==> src/rtl/ppi_pkg.sv <==
package ppi_pkg;

  typedef enum logic [1:0] {
    LOC_PORT_A = 2'd0,
    LOC_PORT_B = 2'd1,
    LOC_PORT_C = 2'd2,
    LOC_CONFIG = 2'd3
  } ppi_loc_e;

  // Direction settings, 1 = input
  typedef struct packed {
    logic a_in;
    logic c_hi_in;
    logic b_in;
    logic c_lo_in;
  } ppi_dir_t;

  localparam ppi_dir_t DIR_ALL_INPUT = '{a_in: 1'b1, c_hi_in: 1'b1, b_in: 1'b1, c_lo_in: 1'b1};

  localparam int NUM_PORTS = 3;

endpackage

==> src/rtl/ppi_bus_decode.sv <==
module ppi_bus_decode
  import ppi_pkg::*;
(
  input  logic       sel_n,
  input  logic       rd_n,
  input  logic       wr_n,
  input  logic [1:0] addr,
  input  logic       cmd_msb,
  output logic       rd_drive,
  output logic [2:0] port_load,
  output logic       cfg_load,
  output logic       bit_cmd
);

  logic access;
  logic rd_cycle;
  logic wr_cycle;
  logic at_cfg;

  always_comb begin
    access   = ~sel_n;
    rd_cycle = access & ~rd_n & wr_n;
    wr_cycle = access & ~wr_n & rd_n;
    at_cfg   = (ppi_loc_e'(addr) == LOC_CONFIG);

    rd_drive = rd_cycle & ~at_cfg;

    port_load[0] = wr_cycle & (ppi_loc_e'(addr) == LOC_PORT_A);
    port_load[1] = wr_cycle & (ppi_loc_e'(addr) == LOC_PORT_B);
    port_load[2] = wr_cycle & (ppi_loc_e'(addr) == LOC_PORT_C);

    cfg_load = wr_cycle & at_cfg & cmd_msb;
    bit_cmd  = wr_cycle & at_cfg & ~cmd_msb;
  end

endmodule

==> src/rtl/ppi_ctrl_reg.sv <==
module ppi_ctrl_reg
  import ppi_pkg::*;
(
  input  logic     clk,
  input  logic     rst_n,
  input  logic     cfg_load,
  input  ppi_dir_t dir_wdata,
  output ppi_dir_t dir_q
);

  ppi_dir_t dir_nxt;

  always_comb begin
    dir_nxt = dir_q;
    if (cfg_load) dir_nxt = dir_wdata;
  end

  always_ff @(posedge clk or negedge rst_n) begin
    if (!rst_n)        dir_q <= DIR_ALL_INPUT;
    else if (cfg_load) dir_q <= dir_nxt;
  end

endmodule

==> src/rtl/ppi_port_latch.sv <==
module ppi_port_latch #(
  parameter int PORT_W  = 8,
  parameter bit BIT_OPS = 1'b0,
  localparam int IDX_W  = $clog2(PORT_W)
) (
  input  logic              clk,
  input  logic              rst_n,
  input  logic              clear,
  input  logic              load,
  input  logic [PORT_W-1:0] wdata,
  input  logic              bit_we,
  input  logic [IDX_W-1:0]  bit_idx,
  input  logic              bit_val,
  output logic [PORT_W-1:0] q
);

  logic [PORT_W-1:0] q_nxt;
  logic              q_en;

  generate
    if (BIT_OPS) begin : g_bitops
      always_comb begin
        q_nxt = q;
        if (clear)       q_nxt = '0;
        else if (load)   q_nxt = wdata;
        else if (bit_we) q_nxt[bit_idx] = bit_val;
        q_en = clear | load | bit_we;
      end
    end else begin : g_plain
      logic unused_bits;
      always_comb begin
        unused_bits = bit_we ^ bit_val ^ (^bit_idx);
        q_nxt = q;
        if (clear)     q_nxt = '0;
        else if (load) q_nxt = wdata;
        q_en = clear | load;
      end
    end
  endgenerate

  always_ff @(posedge clk or negedge rst_n) begin
    if (!rst_n)    q <= '0;
    else if (q_en) q <= q_nxt;
  end

endmodule

==> src/rtl/ppi_read_mux.sv <==
module ppi_read_mux
  import ppi_pkg::*;
#(
  parameter int PORT_W  = 8,
  localparam int HALF_W = PORT_W / 2
) (
  input  logic [1:0]        addr,
  input  ppi_dir_t          dir,
  input  logic [PORT_W-1:0] lat_a,
  input  logic [PORT_W-1:0] lat_b,
  input  logic [PORT_W-1:0] lat_c,
  input  logic [PORT_W-1:0] pin_a,
  input  logic [PORT_W-1:0] pin_b,
  input  logic [PORT_W-1:0] pin_c,
  output logic [PORT_W-1:0] rdata
);

  logic [PORT_W-1:0] view_a;
  logic [PORT_W-1:0] view_b;
  logic [PORT_W-1:0] view_c;

  always_comb begin
    view_a = dir.a_in ? pin_a : lat_a;
    view_b = dir.b_in ? pin_b : lat_b;
    view_c[PORT_W-1:HALF_W] = dir.c_hi_in ? pin_c[PORT_W-1:HALF_W] : lat_c[PORT_W-1:HALF_W];
    view_c[HALF_W-1:0]      = dir.c_lo_in ? pin_c[HALF_W-1:0]      : lat_c[HALF_W-1:0];

    unique case (ppi_loc_e'(addr))
      LOC_PORT_A: rdata = view_a;
      LOC_PORT_B: rdata = view_b;
      LOC_PORT_C: rdata = view_c;
      default:    rdata = '0;
    endcase
  end

endmodule

==> src/rtl/ppi_top.sv <==
module ppi_top
  import ppi_pkg::*;
#(
  parameter int PORT_W = 8
) (
  input  logic              clk,
  input  logic              rst_n,
  input  logic              sel_n,
  input  logic              rd_n,
  input  logic              wr_n,
  input  logic [1:0]        addr,
  input  logic [7:0]        din,
  output logic [7:0]        dout,
  output logic              dout_oe,
  input  logic [PORT_W-1:0] pa_in,
  output logic [PORT_W-1:0] pa_out,
  output logic              pa_drive,
  input  logic [PORT_W-1:0] pb_in,
  output logic [PORT_W-1:0] pb_out,
  output logic              pb_drive,
  input  logic [PORT_W-1:0] pc_in,
  output logic [PORT_W-1:0] pc_out,
  output logic              pc_hi_drive,
  output logic              pc_lo_drive
);

  localparam int IDX_W = $clog2(PORT_W);

  // Reset: asserted asynchronously, released after two clock edges
  logic rst_meta_n;
  logic rst_sync_n;

  always_ff @(posedge clk or negedge rst_n) begin
    if (!rst_n) begin
      rst_meta_n <= 1'b0;
      rst_sync_n <= 1'b0;
    end else begin
      rst_meta_n <= 1'b1;
      rst_sync_n <= rst_meta_n;
    end
  end

  logic       rd_drive;
  logic [2:0] port_load;
  logic       cfg_load;
  logic       bit_cmd;

  ppi_bus_decode u_decode (
    .sel_n     (sel_n),
    .rd_n      (rd_n),
    .wr_n      (wr_n),
    .addr      (addr),
    .cmd_msb   (din[7]),
    .rd_drive  (rd_drive),
    .port_load (port_load),
    .cfg_load  (cfg_load),
    .bit_cmd   (bit_cmd)
  );

  ppi_dir_t dir_wdata;
  ppi_dir_t dir_q;

  always_comb begin
    dir_wdata.a_in    = din[4];
    dir_wdata.c_hi_in = din[3];
    dir_wdata.b_in    = din[1];
    dir_wdata.c_lo_in = din[0];
  end

  ppi_ctrl_reg u_ctrl (
    .clk       (clk),
    .rst_n     (rst_sync_n),
    .cfg_load  (cfg_load),
    .dir_wdata (dir_wdata),
    .dir_q     (dir_q)
  );

  logic [PORT_W-1:0] lat_q [NUM_PORTS];

  generate
    for (genvar p = 0; p < NUM_PORTS; p++) begin : g_port
      ppi_port_latch #(
        .PORT_W  (PORT_W),
        .BIT_OPS (p == 2)
      ) u_latch (
        .clk     (clk),
        .rst_n   (rst_sync_n),
        .clear   (cfg_load),
        .load    (port_load[p]),
        .wdata   (din[PORT_W-1:0]),
        .bit_we  (bit_cmd),
        .bit_idx (din[IDX_W:1]),
        .bit_val (din[0]),
        .q       (lat_q[p])
      );
    end
  endgenerate

  ppi_read_mux #(.PORT_W(PORT_W)) u_rmux (
    .addr  (addr),
    .dir   (dir_q),
    .lat_a (lat_q[0]),
    .lat_b (lat_q[1]),
    .lat_c (lat_q[2]),
    .pin_a (pa_in),
    .pin_b (pb_in),
    .pin_c (pc_in),
    .rdata (dout)
  );

  always_comb begin
    dout_oe     = rd_drive;
    pa_out      = lat_q[0];
    pb_out      = lat_q[1];
    pc_out      = lat_q[2];
    pa_drive    = ~dir_q.a_in;
    pb_drive    = ~dir_q.b_in;
    pc_hi_drive = ~dir_q.c_hi_in;
    pc_lo_drive = ~dir_q.c_lo_in;
  end

endmodule

==> config.mk <==
export PLATFORM = sky130hd
export DESIGN_NAME = ppi_top
export DESIGN_NICKNAME = d
export VERILOG_FILES = /design/src/rtl/ppi_pkg.sv /design/src/rtl/ppi_bus_decode.sv /design/src/rtl/ppi_ctrl_reg.sv /design/src/rtl/ppi_port_latch.sv /design/src/rtl/ppi_read_mux.sv /design/src/rtl/ppi_top.sv
export SDC_FILE = /design/constraint.sdc
export NUM_CORES = 1
export LEC_CHECK = 0
export BUFFER_PORTS_ARGS = -buffer_cell sky130_fd_sc_hd__buf_2
export CAP_MARGIN = 20
export CORE_MARGIN = 5
export CORE_UTILIZATION = 48
export DETAILED_ROUTE_END_ITERATION = 12
export GPL_ROUTABILITY_DRIVEN = 1
export PLACE_DENSITY = 0.77
export SYNTH_ARGS = -nofsm -noshare
export SYNTH_HDL_FRONTEND = slang
export SYNTH_HIERARCHICAL = 1
export SYNTH_SLANG_ARGS = --single-unit
==> constraint.sdc <==
create_clock -name clk -period 1.4 [get_ports clk]
set_clock_uncertainty 0.15 [all_clocks]
set_input_delay 0.07 -clock clk [delete_from_list [all_inputs] [get_ports clk]]
set_output_delay 0.07 -clock clk [all_outputs]
set_load 0.01 [all_outputs]
* Word-level counts from Yosys, hierarchy flattened
Index checks and enable logic that the tools add are counted.
Storage, ports and cells: register bits after elaboration 30, bits in latches 0, bits in writable memories 0, ROM bits 0, input bits 39, output and inout port bits 37, logic and storage cells 61, memories kept 0
Operators by class: add/subtract/negate cells 0, $mul 0, divide/modulo/power cells 0, order comparisons 2, eq/ne operators 3, shifts and indexed selects 0, mux-type cells 15, bitwise logic cells 24, reduce and logical (&&, ||, !) cells 8
Operators by type and width (count):
- 8-bit two-way mux | 9
- 8-bit one-hot mux with 3 select lines | 1
- 1-bit bitwise AND | 11
- 1-bit inverter | 9
- 8-bit bitwise mux | 1
- 4-bit two-way mux | 2
- 2-bit AND reduction | 3
- 2-bit == test, second input constant | 2
- 3-bit by 4-bit < comparator with 1-bit output, second input constant | 1
- 1-bit bitwise OR | 4
- 2-bit nonzero test | 2
- 1-bit demux with 3-bit select | 1
- 3-bit by 1-bit >= comparator with 1-bit output, second input constant | 1
- 3-bit nonzero test | 1
- 2-bit by 1-bit == test with 1-bit output, second input constant | 1
- 2-bit zero test | 1
- 1-bit logical AND | 1
- 1-bit two-way mux | 1

* Longest topological paths before layout
word-level depth 8, depth in mapped cells 5, mapped depth without buffers 5

* Cells and area by module
The synthesis kept the hierarchy.
Modules (own cells, without submodules):
- ppi_port_latch (g_port[0].u_latch ...) | instances 2, cells each 26, area each 325.3 um^2, seq. area each 200.2 um^2
- ppi_port_latch (g_port[2].u_latch) | instances 1, cells each 43, area each 475.5 um^2, seq. area each 200.2 um^2
- ppi_read_mux | instances 1, cells each 49, area each 412.9 um^2, seq. area each 0.0 um^2
- ppi_ctrl_reg | instances 1, cells each 8, area each 150.1 um^2, seq. area each 105.1 um^2
- ppi_bus_decode | instances 1, cells each 10, area each 68.8 um^2, seq. area each 0.0 um^2
- ppi_top | instances 1, cells each 7, area each 68.8 um^2, seq. area each 50.0 um^2

* Least setup slack after synthesis
OpenSTA, ideal clock, no wires.
path kind in2reg, start in sel_n, end reg g_port[2].u_latch.q[0], setup time 122 ps, arrival 1494 ps, required time 1128 ps, path slack -366 ps, stages on the path 5, path buffers 0, cell sequence or3b_4 nor3_1 nor4b_2 nor3_1 a2111oi_1
On the way: elaborated cells on any way between the ends 13, classes of those cells mux (2); bitwise (9); reduce/logical (2)
RTL lines:
- start, declared | RTL line ppi_top.sv:8 | input logic sel_n,
- 1-bit inverter * | RTL line ppi_bus_decode.sv:21 | access = ~sel_n;
- 1-bit bitwise AND * (2 in series) | RTL line ppi_bus_decode.sv:23 | wr_cycle = access & ~wr_n & rd_n;
- 1-bit bitwise AND * (2 in series) | RTL line ppi_bus_decode.sv:33 | bit_cmd = wr_cycle & at_cfg & ~cmd_msb;
- named net bit_cmd | RTL line ppi_top.sv:46 | logic bit_cmd;
- 3-bit nonzero test (no line) / 1-bit bitwise OR (equally long branches)
- 2-bit AND reduction (no line) *
- end signal, assigned | RTL line ppi_port_latch.sv:43 | else if (q_en) q <= q_nxt;
- end, declared | RTL line ppi_port_latch.sv:14 | output logic [PORT_W-1:0] q
Mark *: on every way through the listed nets, which the timed path passes. The rest lies on a longest branch. A chain may end at the register's enable or synchronous reset.

* Worst setup path in the final report
start reg, netlist name u_ctrl/dir_q[0], end out dout[2]
On the way: longest elaborated chain between the ends 2
RTL lines:
- 4-bit two-way mux | RTL line ppi_read_mux.sv:26 | view_c[HALF_W-1:0] = dir.c_lo_in ? pin_c[HALF_W-1:0] : lat_c[HALF_W-1:0];
- 8-bit one-hot mux with 3 select lines | RTL line ppi_read_mux.sv:28 | unique case (ppi_loc_e'(addr))
- end, declared | RTL line ppi_top.sv:13 | output logic [7:0] dout,
No other way between the ends.

==> run summary <==
Counting along the longest clock path gives a buffer depth of 2. The pre-antenna-repair detailed-routing pass consisted of 4 iterations. The clock period minus worst slack is 1.83 ns, and the count of max-cap constraint violations is 0. Counting every net in the synthesized netlist gives 208. The worst-case reg-to-reg path depth was 1. Fraction of registers with async set/reset: 100%.

The post-synthesis instance area is 1830 um2. The run finished, with violations left. In the layout the commonest cells are sky130_fd_sc_hd__buf_2 (71), sky130_fd_sc_hd__mux2i_1 (35), sky130_fd_sc_hd__dfrtp_1 (26), sky130_fd_sc_hd__buf_4 (20), sky130_fd_sc_hd__nor2_1 (17). Summing all placed instances gives a cell area of 2400 um2. The placed wire-length estimate came out at 3990 um. The number of antenna diodes in the final layout is 0. Clock tree synthesis selected as its root buffer the cell sky130_fd_sc_hd__clkbuf_8. The max-slew violation total from the final report was 0. In this run the critical register-to-register path is launched from u_ctrl/dir_q[1]$_DFFE_PN1P_. The maximum operating frequency came out at 0.545 GHz. The clock transition at the registers of the reported paths is 0.06 ns, and the area of the die is 5140 um2.

The count of distinct cell types in the synthesized netlist came out at 35. Data on the critical path is required at its endpoint by 1.18 ns. In this run the remaining antenna-violating nets after routing total 0.

The logs give 5470 um for the total wirelength of the detailed-routed design and 169 for the gate count after technology mapping. For this run, the total global-route usage over all layers was measured as 21.4%. The run gives 49.9% as the effective utilization at floorplan.

STA classifies the critical path endpoint as an output port. In this run, the number of DRC markers left after iteration 0 of detailed routing was 52. TritonCTS built the clock tree. During I/O placement, the number of pins put on the boundary was 76.

The endpoint identified for the worst register-to-register timing path is u_ctrl/dir_q[1]$_DFFE_PN1P_. During synthesis, Yosys emitted a total of 6 warnings. The worst path uses 131% of the clock period. The count of final hold-check violations came out at 0.

For hold timing, the worst endpoint is g_port[0].u_latch/q[3]$_DFFE_PN0P_. The library cell used most frequently in the layout, excluding fill and tap cells, is sky130_fd_sc_hd__buf_2. The number of stages on the worst hold path was 3. The count of H-tree levels built during CTS is 2.

The wire length of the first global-routing pass was 8620 um. Entering global routing, the biggest net connects 29 pins. Setup repair after global routing could not meet its margin everywhere.

The number of sinks on the clock net was 30; the aggregate global routing overflow was 0. Summing over every cut layer, the via total after detailed routing is 1754. For the register area share after synthesis, the log shows 41.4%. The net total in the final layout was 312. VDD sags by at most 0.836 mV. Predominant post-synthesis flop cell: sky130_fd_sc_hd__dfrtp_1.

For this design the static power due to leakage is 1.26 nW. The tools report the minimum setup slack among reg-to-reg paths as 0.29 ns. The register area is 759 um2. Port buffering added 75 buffers. The final weighted congestion in routability-driven placement came out at 0.846. The die is 71.7 um tall. In the routed design, unresolved DRC markers number 0.

The routed wirelength normalized by instance count works out to 17.0 um. The total negative slack came out at -3.43 ns. In this run the power density over the cells is 1150 nW/um2. In the final layout, the multi-input gates occupy 1080 um2.

Startpoint type of the worst setup path: a register. The final reports fail on setup timing. Fill cells in the final layout number 281.

The die is 71.7 um wide. Counting flops with a built-in enable in the synthesized netlist gives 0. The largest fanout on the critical path is 6, and the initial antenna violation count is 0.

After floorplanning, the core was divided into 22 placement rows. The worst hold path begins at din[3]. A synthesized cell averages 10.8 um2. After floorplanning, the core was sized to cover 3660 um2. The cell area after layout is 2690 um2. The logs give 1.61 ns for the arrival time at the worst endpoint and 0.28 ns for the latest clock arrival within the worst-skew pair. The critical path in this run is classified as reg2out. The via count of the first global-routing pass was 1792. At the end of the flow the core is filled with cells to 73.5%.

In this run the worst hold path is classified as in2reg. In the routed layout, each cell is associated on average with a via count of 5.46. Compared with the post-synthesis result, the final layout area differs by 47.4%. Number of setup violations in the final report: 13.

The number of clock buffers inserted by TritonCTS came out at 5. In the final layout, the share of cells above drive strength 1 is 53.1%. The tools report the worst setup margin as -0.435 ns. Counting flops and latches in the post-synthesis netlist gives 30.
[power breakdown]
| part | internal, mW | switching, mW |
|---|---|---|
| clock network | 0.341 | 0.306 |
| logic | 0.606 | 0.533 |
| registers | 1.08 | 0.222 |
| total | 2.02 | 1.06 |
[state kept, by name, indices dropped and copies added (netlist names)]
register / cells
g_port.u_latch/q: 24
rst_meta_n: 1
rst_sync_n: 1
u_ctrl/dir_q: 4
[synth_stat cells, drive strengths merged (2+ instances only)]
master	number	area, um2
a2111oi	7	65.1
and4b	3	31.3
and4bb	3	37.5
buf	7	60.1
clkbuf	4	20.0
dfrtp	26	651
dfstp	4	105
inv	5	18.8
mux2	4	45.0
mux2i	40	400
nand2	2	7.51
nand2b	2	12.5
nor2	19	71.3
nor2b	7	43.8
nor3	9	45.0
nor3b	2	25.0
o21ai	8	43.8
o22a	8	71.3
[worst max-delay path, stage by stage (launching register included)]
cell	delay [ns]
sky130_fd_sc_hd__dfstp_2	0.64
sky130_fd_sc_hd__mux2i_2	0.31
sky130_fd_sc_hd__o22a_1	0.17
sky130_fd_sc_hd__o21ai_1	0.06
sky130_fd_sc_hd__buf_2	0.15
[area by class of cell]
type                       instances  share of cell area, %
timing repair buffer             108                   25.9
multi-input combinational        123                   40.1
tap                               48                   2.23
sequential                        30                   28.2
inverter                           5                  0.697
clock buffer                       7                   2.83
[per-layer routing]
| layer | wire, um | track usage (%) | share of wire, % |
|---|---|---|---|
| met2 | 2680 | 34.6 | 49 |
| met1 | 2320 | 27.9 | 42 |
| met3 | 375 | 4.63 | 6.9 |
| met4 | 99 | 8.77 | 1.8 |
| met5 | 0 | 0 | 0 |
[timing repair]
item,in CTS,in global routing
gates resized for setup,15,19
hold buffers,6,0
endpoints found under the hold margin,15,0
pin swaps,16,7
buffers inserted,4,0
endpoints found under the setup margin,18,34
[cells by family (layout without fill, tap and decap cells)]
family                 Yosys count  count (layout)  share of synthesized area [%]
AO/OA/AOI/OAI                   25              25                           10.7
buffers and inverters           16             120                           5.41
flip-flops                      30              30                           41.4
multiplexers                    44              44                           24.4
other                            1               1                          0.205
AND/OR/NAND/NOR                 53              53                           17.9
[worst max path at each step]
| stage | from | end | slack, ns | cells past startpoint |
|---|---|---|---|---|
| floorplan | sel_n | g_port[2].u_latch/q[0]$_DFFE_PN0P_ | -0.18 | 5 |
| global placement | sel_n | g_port[2].u_latch/q[0]$_DFFE_PN0P_ | -0.37 | 6 |
| detailed placement | sel_n | g_port[2].u_latch/q[0]$_DFFE_PN0P_ | -0.45 | 6 |
| CTS | u_ctrl/dir_q[3]$_DFFE_PN1P_ | dout[6] | -0.41 | 5 |
| global route | u_ctrl/dir_q[3]$_DFFE_PN1P_ | dout[6] | -0.49 | 5 |
| finish | u_ctrl/dir_q[0]$_DFFE_PN1P_ | dout[2] | -0.43 | 4 |
[per-stage QoR]
step                      std cells  setup WS, ns  hold slack [ns]  total power, mW
after floorplan                 169        -0.182           -0.376             1.83
after CTS                       321        -0.407           0.0486             3.04
final                           321        -0.435           0.0613             3.09
after detailed placement        304        -0.452           -0.292             2.32
after global routing            321        -0.488           0.0782             3.26
after global placement          304        -0.365           -0.294             2.30
(Power assumes the default switching activity.)
